**src/rtl/wsp_pkg.sv**
```systemverilog
package wsp_pkg;
    typedef enum logic [1:0] {
        OP_PROG  = 2'd0,
        OP_SECT  = 2'd1,
        OP_BLOCK = 2'd2,
        OP_CHIP  = 2'd3
    } op_e;
endpackage

```
**src/rtl/wsp_timer.sv**
```systemverilog
module wsp_timer
    import wsp_pkg::*;
#(
    parameter int CNT_W    = 8,
    parameter int PROG_CYC = 4,
    parameter int SECT_CYC = 8,
    parameter int BLK_CYC  = 12,
    parameter int CHIP_CYC = 16
) (
    input  logic clk,
    input  logic rst_n,
    input  logic start_i,
    input  op_e  op_i,
    output logic accept_o,
    output logic busy_o
);
    typedef struct packed {
        logic             busy;
        logic [CNT_W-1:0] cnt;
    } tmr_t;

    tmr_t st_d, st_q;

    function automatic logic [CNT_W-1:0] load_of(op_e o);
        case (o)
            OP_PROG:  return CNT_W'(PROG_CYC - 1);
            OP_SECT:  return CNT_W'(SECT_CYC - 1);
            OP_BLOCK: return CNT_W'(BLK_CYC - 1);
            default:  return CNT_W'(CHIP_CYC - 1);
        endcase
    endfunction

    always_comb begin
        st_d = st_q;
        if (st_q.busy) begin
            if (st_q.cnt == '0) st_d.busy = 1'b0;
            else                st_d.cnt  = st_q.cnt - 1'b1;
        end else if (start_i) begin
            st_d.busy = 1'b1;
            st_d.cnt  = load_of(op_i);
        end
    end

    always_ff @(posedge clk or negedge rst_n) begin
        if (!rst_n) st_q <= '0;
        else        st_q <= st_d;
    end

    assign accept_o = start_i & ~st_q.busy;
    assign busy_o   = st_q.busy;
endmodule

```
**src/rtl/wsp_status.sv**
```systemverilog
module wsp_status #(
    parameter int          DATA_W   = 16,
    parameter int          POLL_BIT = 7,
    parameter int          TOG_BIT  = 6,
    parameter logic [15:0] FILL     = 16'h0000
) (
    input  logic              clk,
    input  logic              rst_n,
    input  logic              accept_i,
    input  logic              is_prog_i,
    input  logic              pbit_i,
    input  logic              busy_i,
    input  logic              rd_i,
    input  logic [DATA_W-1:0] array_i,
    output logic [DATA_W-1:0] rd_data_o
);
    localparam logic [DATA_W-1:0] FILL_W = DATA_W'(FILL);

    typedef struct packed {
        logic              tog;
        logic              prog;
        logic              pbit;
        logic [DATA_W-1:0] rd;
    } sts_t;

    sts_t st_d, st_q;
    logic [DATA_W-1:0] status_word;

    for (genvar b = 0; b < DATA_W; b++) begin : g_word
        if (b == POLL_BIT) begin : g_poll
            assign status_word[b] = st_q.prog & ~st_q.pbit;
        end else if (b == TOG_BIT) begin : g_tog
            assign status_word[b] = st_q.tog;
        end else begin : g_fill
            assign status_word[b] = FILL_W[b];
        end
    end

    always_comb begin
        st_d = st_q;
        if (rd_i) begin
            if (busy_i) begin
                st_d.rd  = status_word;
                st_d.tog = ~st_q.tog;
            end else begin
                st_d.rd  = array_i;
            end
        end
        if (accept_i) begin
            st_d.tog  = 1'b1;
            st_d.prog = is_prog_i;
            st_d.pbit = pbit_i;
        end
    end

    always_ff @(posedge clk or negedge rst_n) begin
        if (!rst_n) st_q <= '0;
        else        st_q <= st_d;
    end

    assign rd_data_o = st_q.rd;
endmodule

```
**src/rtl/wsp_responder.sv**
```systemverilog
module wsp_responder
    import wsp_pkg::*;
#(
    parameter int          DATA_W   = 16,
    parameter int          POLL_BIT = 7,
    parameter int          TOG_BIT  = 6,
    parameter logic [15:0] FILL     = 16'h0000,
    parameter int          PROG_CYC = 1250,
    parameter int          SECT_CYC = 500000,
    parameter int          BLK_CYC  = 1250000,
    parameter int          CHIP_CYC = 2500000
) (
    input  logic              clk,
    input  logic              rst_n,
    input  logic              start_i,
    input  logic [1:0]        op_i,
    input  logic [DATA_W-1:0] prog_data_i,
    input  logic              rd_i,
    input  logic [DATA_W-1:0] array_data_i,
    output logic [DATA_W-1:0] rd_data_o,
    output logic              busy_o
);
    localparam int MAX_A   = (PROG_CYC > SECT_CYC) ? PROG_CYC : SECT_CYC;
    localparam int MAX_B   = (BLK_CYC > CHIP_CYC) ? BLK_CYC : CHIP_CYC;
    localparam int MAX_CYC = (MAX_A > MAX_B) ? MAX_A : MAX_B;
    localparam int CNT_W   = $clog2(MAX_CYC + 1);

    op_e  op_sel;
    logic accept;

    assign op_sel = op_e'(op_i);

    wsp_timer #(
        .CNT_W(CNT_W), .PROG_CYC(PROG_CYC), .SECT_CYC(SECT_CYC),
        .BLK_CYC(BLK_CYC), .CHIP_CYC(CHIP_CYC)
    ) timer_i (
        .clk(clk), .rst_n(rst_n), .start_i(start_i), .op_i(op_sel),
        .accept_o(accept), .busy_o(busy_o)
    );

    wsp_status #(
        .DATA_W(DATA_W), .POLL_BIT(POLL_BIT), .TOG_BIT(TOG_BIT), .FILL(FILL)
    ) status_i (
        .clk(clk), .rst_n(rst_n), .accept_i(accept),
        .is_prog_i(op_sel == OP_PROG), .pbit_i(prog_data_i[POLL_BIT]),
        .busy_i(busy_o), .rd_i(rd_i), .array_i(array_data_i),
        .rd_data_o(rd_data_o)
    );
endmodule

```
**config.mk**
```make
export PLATFORM = sky130hd
export DESIGN_NAME = wsp_responder
export DESIGN_NICKNAME = d
export VERILOG_FILES = /design/src/rtl/wsp_pkg.sv /design/src/rtl/wsp_timer.sv /design/src/rtl/wsp_status.sv /design/src/rtl/wsp_responder.sv
export SDC_FILE = /design/constraint.sdc
export NUM_CORES = 1
export LEC_CHECK = 0
export CAP_MARGIN = 20
export CORE_MARGIN = 10
export CORE_UTILIZATION = 60
export DETAILED_ROUTE_END_ITERATION = 16
export DONT_BUFFER_PORTS = 1
export GPL_ROUTABILITY_DRIVEN = 0
export GPL_TIMING_DRIVEN = 0
export PLACE_DENSITY = 0.84
export RECOVER_POWER = 25
export SETUP_SLACK_MARGIN = 0.15
export SLEW_MARGIN = 10
export SYNTH_ARGS = -nofsm -noshare
export SYNTH_HDL_FRONTEND = slang
export SYNTH_SLANG_ARGS = --single-unit
```
**constraint.sdc**
```tcl
create_clock -name clk -period 2.9 [get_ports clk]
set_input_delay 0.435 -clock clk [delete_from_list [all_inputs] [get_ports clk]]
set_output_delay 0.435 -clock clk [all_outputs]
set_load 0.02 [all_outputs]
```
* After elaboration in Yosys (flattened, before gate mapping)
Cells that the tools add are included.
** Word-level totals
- Input bits :: 38
- Bits in registers :: 42
- Output and inout bits :: 17
- Word-level logic and storage cells :: 31
** Operators by class
- Mux-type cells :: 9
- Bitwise gates (word level) :: 5
- Add/subtract/negate cells :: 1
- Reductions and logical operators :: 7
- Eq/ne operators :: 3
** Operators by type and width (number)
- 22-bit case mux with 3 select lines :: 1
- 23-bit 2-to-1 mux :: 2
- 22-bit zero test :: 1
- 22-bit 2-to-1 mux :: 1
- 22-bit by 1-bit subtractor with 22-bit output, second input constant :: 1
- 16-bit 2-to-1 mux :: 1
- 2-bit nonzero test :: 3
- 2-bit AND reduction :: 2
- 1-bit 2-to-1 mux :: 3
- 3-bit 2-to-1 mux :: 1
- 1-bit NOT :: 3
- 1-bit AND :: 2
- 2-bit by 1-bit equality test with 1-bit output, second input constant :: 1
- 2-bit equality test, second input constant :: 1
- 2-bit zero test :: 1
- 2-bit != test, second input constant :: 1

* Depth between registers and ports, before layout
Gate-level depths: netlist of the first run.
- Depth in word-level cells :: 4
- Gate-level depth with buffers :: 8
- Depth with buffers taken out :: 7

* Modules after synthesis
A second synthesis of the first run with hierarchy kept.
** Unflattened totals
- Cells, all modules :: 254
- Area, all modules :: 2378.5 µm²
** Modules (own cells, without submodules)
- wsp_timer :: cells each 161, area an instance 1436.4 µm², sequential area each 575.6 µm², times used 1
- wsp_status :: cells each 92, area an instance 938.4 µm², sequential area each 475.5 µm², times used 1
- wsp_responder :: cells each 1, area an instance 3.8 µm², sequential area each 0.0 µm², times used 1

* Least setup slack after synthesis of the first run
OpenSTA, ideal clock, no wires.
- Path type :: register -> register
- From :: reg timer_i.st_q[1] (netlist name)
- To :: reg timer_i.st_q[9] (netlist name)
- Arrival time :: 1.867 ns
- Library setup time :: 0.082 ns
- Period minus slack after synthesis :: 1.949 ns
- Required time :: 2.818 ns
- Cell stages (with the launch flop) :: 9
- Path slack :: 0.951 ns
- Buffers on the path :: 1
- Cell sequence :: dfrtp_1 -> inv_1 -> ha_1 -> or3b_1 -> clkbuf_1 -> nor3_2 -> nand3_2 -> a31o_1 -> a31oi_1
** Between the ends
- Longest elaborated chain between the ends :: 3
- Elaborated cells on any way between the ends :: 6
- Classes of those cells :: 1 x add/sub; 1 x eq/ne; 2 x mux; 2 x reduce/logical
** RTL lines
- from (decl) :: line wsp_timer.sv:22 : tmr_t st_d, st_q;
- from (signal assigned) :: line wsp_timer.sv:46 : else st_q <= st_d;
- 22-bit by 1-bit subtractor with 22-bit output or 22-bit zero test (tied branches) :: line wsp_timer.sv:37, wsp_timer.sv:36
- 22-bit 2-to-1 mux or 2-bit != test (tied branches)
- 23-bit 2-to-1 mux or 2-bit AND reduction (tied branches)
Parallel ways exist; a longest one is shown, timed or not. The select of a mux whose other input is x is not followed.
A chain may end at the register's enable or synchronous reset.

* Worst setup path in the final report of the first run
- From :: reg timer_i.st_q[0] (netlist name)
- To :: reg timer_i.st_q[9] (netlist name)
Same word-level chain as after synthesis.

==> results of run 1 <==
==> area by class of cell <==
type,instances,area (um^2),area share
multi-input cells,186,1220,0.443
clock buffers,5,68.8,0.0249
clock inverters,3,68.8,0.0249
plain buffers,29,169,0.0612
inverters,23,86.3,0.0313
well taps,50,62.6,0.0227
repair buffers,2,30.0,0.0109
flip-flops and latches,42,1050,0.381
==> Yosys cell counts (all sizes together) (3+ instances only) <==
master,count
nor4,5
clkbuf,13
o21ai,20
o211ai,5
a31oi,6
nor2b,3
nand3,6
nor2,22
nand2,23
inv,23
nor3,14
a211oi,5
nand4,4
ha,7
or3,3
dfrtp,42
mux2i,5
buf,16
xnor2,3
or4,4
a21oi,9
nand3b,13
==> state kept, by name, summed over array words and instances (netlist names) <==
name,flops
timer_i.st_q,22
status_i.st_q,3
timer_i.busy_o,1
status_i.rd_data_o,16
==> worst max-delay path, cell delays in order (launching register included) <==
cell and delay, ns:
dfrtp_1 0.42, inv_1 0.13, ha_1 0.20, or3b_1 0.35, clkbuf_1 0.20, nor3_2 0.27
nand3_2 0.20, a31o_1 0.27, a31oi_1 0.20
==> where the power goes <==
part,switching (W),internal (W)
Sequential,0.000122,0.000668
Combinational,0.000135,0.000119
Clock,0.000208,0.000345
Total,0.000465,0.00113
==> logic make-up (layout without fill, tap and decap cells) <==
| logic type | after synthesis | after routing | share of synthesized area |
|---|---|---|---|
| simple gates | 107 | 107 | 0.250 |
| xor+xnor | 3 | 3 | 0.0104 |
| compound gates | 63 | 63 | 0.165 |
| flops | 42 | 42 | 0.415 |
| fa+ha+maj | 7 | 7 | 0.0346 |
| mux | 6 | 6 | 0.0242 |
| buf+inv | 52 | 62 | 0.101 |
==> how the worst max path moves through the flow <==
stage	to	startpoint	cells after the start	slack [ns]
floorplan	timer_i.st_q[9]	timer_i.st_q[1]	8	0.95
global placement	timer_i.st_q[9]	timer_i.st_q[0]	8	0.69
detailed placement	timer_i.st_q[13]	start_i	5	0.66
CTS	timer_i.st_q[9]	timer_i.st_q[0]	8	0.62
global route	timer_i.st_q[0]	timer_i.st_q[0]	7	0.46
finish	timer_i.st_q[9]	timer_i.st_q[0]	8	0.58
==> stage by stage <==
| stage | cell area, um^2 | total power [W] |
|---|---|---|
| 4_1_cts | 2760 | 0.00160 |
| 6_report | 2760 | 0.00160 |
| 3_5_place_dp | 2590 | 0.00103 |
| 3_3_place_gp | 2590 | 0.00102 |
| 2_1_floorplan | 2530 | 0.000975 |
| 5_1_grt | 2760 | 0.00168 |
==> per-layer routing <==
layer / up-vias / GRT usage / share of wire
met3: 13 / 0.0478 / 0.093
li1: 999 / - / -
met4: 0 / 0.0704 / 0.023
met1: 972 / 0.215 / 0.43
met5: - / 0 / 0
met2: 106 / 0.271 / 0.46
==> run_results.csv, run 1 <==
group,metric,value,unit
timing,rsz0062_at_grt,"false",
floorplan,die_w,84.9,um
place,dp.final_hpwl,4.33,mm
timing,period_needed,2.32,ns
setup_path,start_kind,"flip-flop",
routing,dr.pass1.iters,4,
place,io_buffers,0,
pwr,p_leak,1.16,nW
clock_tree,htreeDepth,2,
floorplan,die_y,84.9,um
cells_and_area,diodes,0,
synthesis,synth_top_area_frac,0.415,
floorplan,core_region_area,4030,um^2
setup_path,r2r-end,"timer_i.st_q[9]",
grt,grt_pass1_vias,2063,
clock_tree,cts_buffers,5,
grt,grtUsageTotal,0.171,
synthesis,synth-edff-count,0,
min_path,min-delay-start,"prog_data_i[7]",
timing,hold_viol_final,0,
timing,tightestPinTransition,0.748,ns
setup_path,timing.rr.start,"timer_i.st_q[0]",
setup_path,worstPathRequired,3.11,ns
synthesis,synth_cell_types,51,
clock_tree,insertion_delay,0.30,ns
timing,max_slew_margin,0.497,
cells_and_area,layout_common_cells,"dfrtp_1 (42), inv_1 (23), nand2_1 (23), nor2_1 (21), o21ai_0 (19)",
clock_tree,cts_root_buf,"clkbuf_8",
synthesis,async_flop_share,1.00,
clock_tree,clkTransAtPathRegs,0.08,ns
flow_run,drv_cap,0,
cells_and_area,final_common_cell,"dfrtp_1",
place,place_ws,0.662,ns
synthesis,synth_ff_type,"dfrtp_1",
timing,setup_ws,0.576,ns
cells_and_area,nNetsFinal,334,
floorplan,io_pins,55,
pwr,power_density,578,nW/um^2
routing,vias,2090,
cells_and_area,final_cells,340,
clock_tree,clock_sinks,42,
synthesis,yosysSeqAreaShare,0.415,
setup_path,crit_path_end_kind,"flip-flop",
routing,ant_nets,0,
setup_path,critical_path_arrival,2.53,ns
setup_path,path_max_fanout,6,
timing,min_period_over_period,0.801,
grt,gr-total-overflow,0,
setup_path,path_class,"flip-flop to flip-flop",
floorplan,rows,23,
synthesis,yosysTopAreaCell,"dfrtp_1",
synthesis,ys_top_cells_by_area,"dfrtp_1 (42%), buf_4 (4.7%), nand3b_1 (3.9%), o21ai_0 (3.8%), ha_1 (3.5%)",
clock_tree,cts_tree,"done",
timing,setup_violations,0,
synthesis,syn_inst,280,
place,dp.cells,330,
cells_and_area,drive_gt1_frac,0.131,
synthesis,syn-mean-instance-area,9.04,um^2
routing,drc_errors,0,
routing,viasPerCell,6.15,
routing,drt_iter0_drc,170,
floorplan,dieArea,7210,um^2
timing,fin_hold_ws,0.239,ns
floorplan,start_util,0.628,
timing,clock-skew-final,0.00633,ns
pwr,irDropWorstVdd,0.327,mV
min_path,holdPathEnd,"status_i.st_q[16]",
synthesis,syn_area,2530,um^2
clock_tree,postCtsResizedCells,0,
clock_tree,postCtsSetupRepairBufs,0,
cells_and_area,area_growth,9.10,%
setup_path,rrSetupSlack,0.58,ns
grt,grt_max_degree,43,
synthesis,synth_nets,325,
min_path,holdPathStages,2,
min_path,min_path_type,"input port to flip-flop",
routing,wl_per_cell,17.5,um
timing,slew_violations,0,
timing,fmax,430,MHz
timing,tns,0,ns
routing,drt-total-wl,5.96,mm
grt,antenna_found_initial,0,
outcome,outcome,"completed",
synthesis,ys_seq_elements,42,
cells_and_area,n_fill_cell,323,
cells_and_area,final_core_utilization,0.685,
clock_tree,cts_hold_buffers,2,
clock_tree,cts_max_path_buffers,2,
setup_path,rr_worst_depth,8,
synthesis,ys_warn_count,0,
grt,grt_first_pass_wirelength,10.3,mm
(Power assumes the default switching activity.)
==> run 2: changes to the inputs <==
clock period = 2.4 ns   (was 2.9 ns; I/O delays follow)
==> run_results.csv, run 2 (synthesis gave the netlist of run 1 again) <==
group,metric,value,unit
cells_and_area,largest_register,"timer_i.st_q",
cells_and_area,design_area,2810,um^2
timing,clock-skew-final,0.00705,ns
clock_tree,cts_max_path_buffers,2,
cells_and_area,multiInputGateArea,1270,um^2
timing,tightestPinTransition,1.01,ns
timing,fmax,456,MHz
routing,drt-total-wl,6.10,mm
floorplan,start_util,0.628,
routing,viasPerCell,6.25,
clock_tree,htreeDepth,2,
cells_and_area,area_growth,11.0,%
clock_tree,clkTransAtPathRegs,0.08,ns
routing,vias,2136,
clock_tree,cts_buffers,5,
floorplan,dieArea,7210,um^2
grt,gr-total-overflow,0,
routing,dr.pass1.iters,6,
clock_tree,cts_tree,"done",
grt,grt_first_pass_wirelength,10.3,mm
routing,ant_nets,0,
setup_path,path_max_fanout,6,
cells_and_area,seqCellArea,1050,um^2
floorplan,core_region_area,4030,um^2
setup_path,critical_path_arrival,2.40,ns
cells_and_area,largest_reg_flops,22,
routing,drc_errors,0,
cells_and_area,diodes,0,
floorplan,io_pins,55,
cells_and_area,nNetsFinal,336,
clock_tree,cts_root_buf,"clkbuf_8",
place,io_buffers,0,
flow_run,drv_cap,0,
cells_and_area,n_fill_cell,310,
outcome,outcome,"completed",
grt,grt_pass1_vias,2063,
place,dp.final_hpwl,4.33,mm
cells_and_area,final_core_utilization,0.697,
setup_path,worstPathRequired,2.61,ns
pwr,power_density,688,nW/um^2
pwr,p_leak,1.17,nW
timing,hold_viol_final,0,
timing,slew_violations,0,
routing,drt_iter0_drc,186,
timing,period_needed,2.19,ns
place,postPlaceCellArea,2590,um^2
timing,tns,0,ns
clock_tree,insertion_delay,0.30,ns
cells_and_area,final_common_cell,"dfrtp_1",
grt,grt_max_degree,43,
floorplan,rows,23,
timing,max_slew_margin,0.330,
timing,min_period_over_period,0.913,
routing,wl_per_cell,17.8,um
timing,rsz0062_at_grt,"false",
grt,antenna_found_initial,0,
floorplan,die_y,84.9,um
floorplan,die_w,84.9,um
pwr,irDropWorstVdd,0.397,mV
timing,setup_violations,0,
setup_path,rr_worst_depth,8,
setup_path,path_class,"flip-flop to flip-flop",
setup_path,crit_path_end_kind,"flip-flop",
cells_and_area,drive_gt1_frac,0.161,
setup_path,start_kind,"flip-flop",
cells_and_area,layout_common_cells,"dfrtp_1 (42), nand2_1 (23), inv_1 (22), nor2_1 (21), o21ai_0 (19)",
grt,grtUsageTotal,0.171,
min_path,holdPathStages,2,
min_path,min_path_type,"input port to flip-flop",
clock_tree,clock_sinks,42,
run 2: cell types whose count changed in the layout (fill, tap and decap cells not counted), sizes merged:
cell  change
buf       +2
run 2: final cells by class:
type	instances	share of cell area
Inverter	23	0.0307
Clock inverter	3	0.0245
Buffer	29	0.0606
Sequential cell	42	0.374
Timing Repair Buffer	4	0.0107
Tap cell	50	0.0223
Multi-Input combinational cell	186	0.452
Clock buffer	5	0.0245
run 2: worst paths after layout:
kind,to,slack [ns],from
worst max-delay path,timer_i.st_q[9],0.21,timer_i.st_q[0]
worst min-delay path,status_i.st_q[16],0.16,prog_data_i[7]
worst max register to register,timer_i.st_q[9],0.21,timer_i.st_q[0]
worst min register to register,status_i.st_q[16],0.49,status_i.st_q[16]
max in group asynchronous,timer_i.st_q[7],1.01,rst_n
min in group asynchronous,status_i.rd_data_o[5],0.78,rst_n
run 2: power breakdown:
part | switching [W] | leakage, nW | internal [W]
Combinational | 0.000169 | 0.580 | 0.000143
Sequential | 0.000151 | 0.520 | 0.000807
Clock | 0.000246 | 0.0683 | 0.000417
Total | 0.000566 | 1.17 | 0.00137
run 2: per-layer routing:
| layer | routed length, um | up-vias | track usage |
|---|---|---|---|
| met2 | 2820 | 119 | 0.271 |
| met1 | 2570 | 991 | 0.215 |
| met5 | 0 | - | 0 |
| li1 | - | 1009 | - |
| met3 | 573 | 17 | 0.0478 |
| met4 | 130 | 0 | 0.0704 |
run 2: what timing repair did:
action	CTS	global route
resized for setup	0	12
setup endpoints to repair	1	13
setup buffers	0	2
hold endpoints to repair	42	0
hold buffers	2	0
pin swaps	1	3
run 2: through the flow:
step	hold WS, ns	total power, W	setup slack, ns	instances
after detailed placement	0.0661	0.00125	0.170	330
final	0.165	0.00193	0.209	342
after CTS	0.160	0.00193	0.168	340
after global placement	0.0660	0.00123	0.188	330
after global routing	0.169	0.00203	0.158	342
after floorplan	0.0644	0.00118	0.451	280
run 2: critical path, cell delays in order (launching register included):
cell and delay, ns:
dfrtp_1 0.43, inv_2 0.10, ha_2 0.19, or3b_1 0.34
buf_2 0.19, nor3_4 0.26, nand3_4 0.15, a31o_1 0.25
a31oi_1 0.21
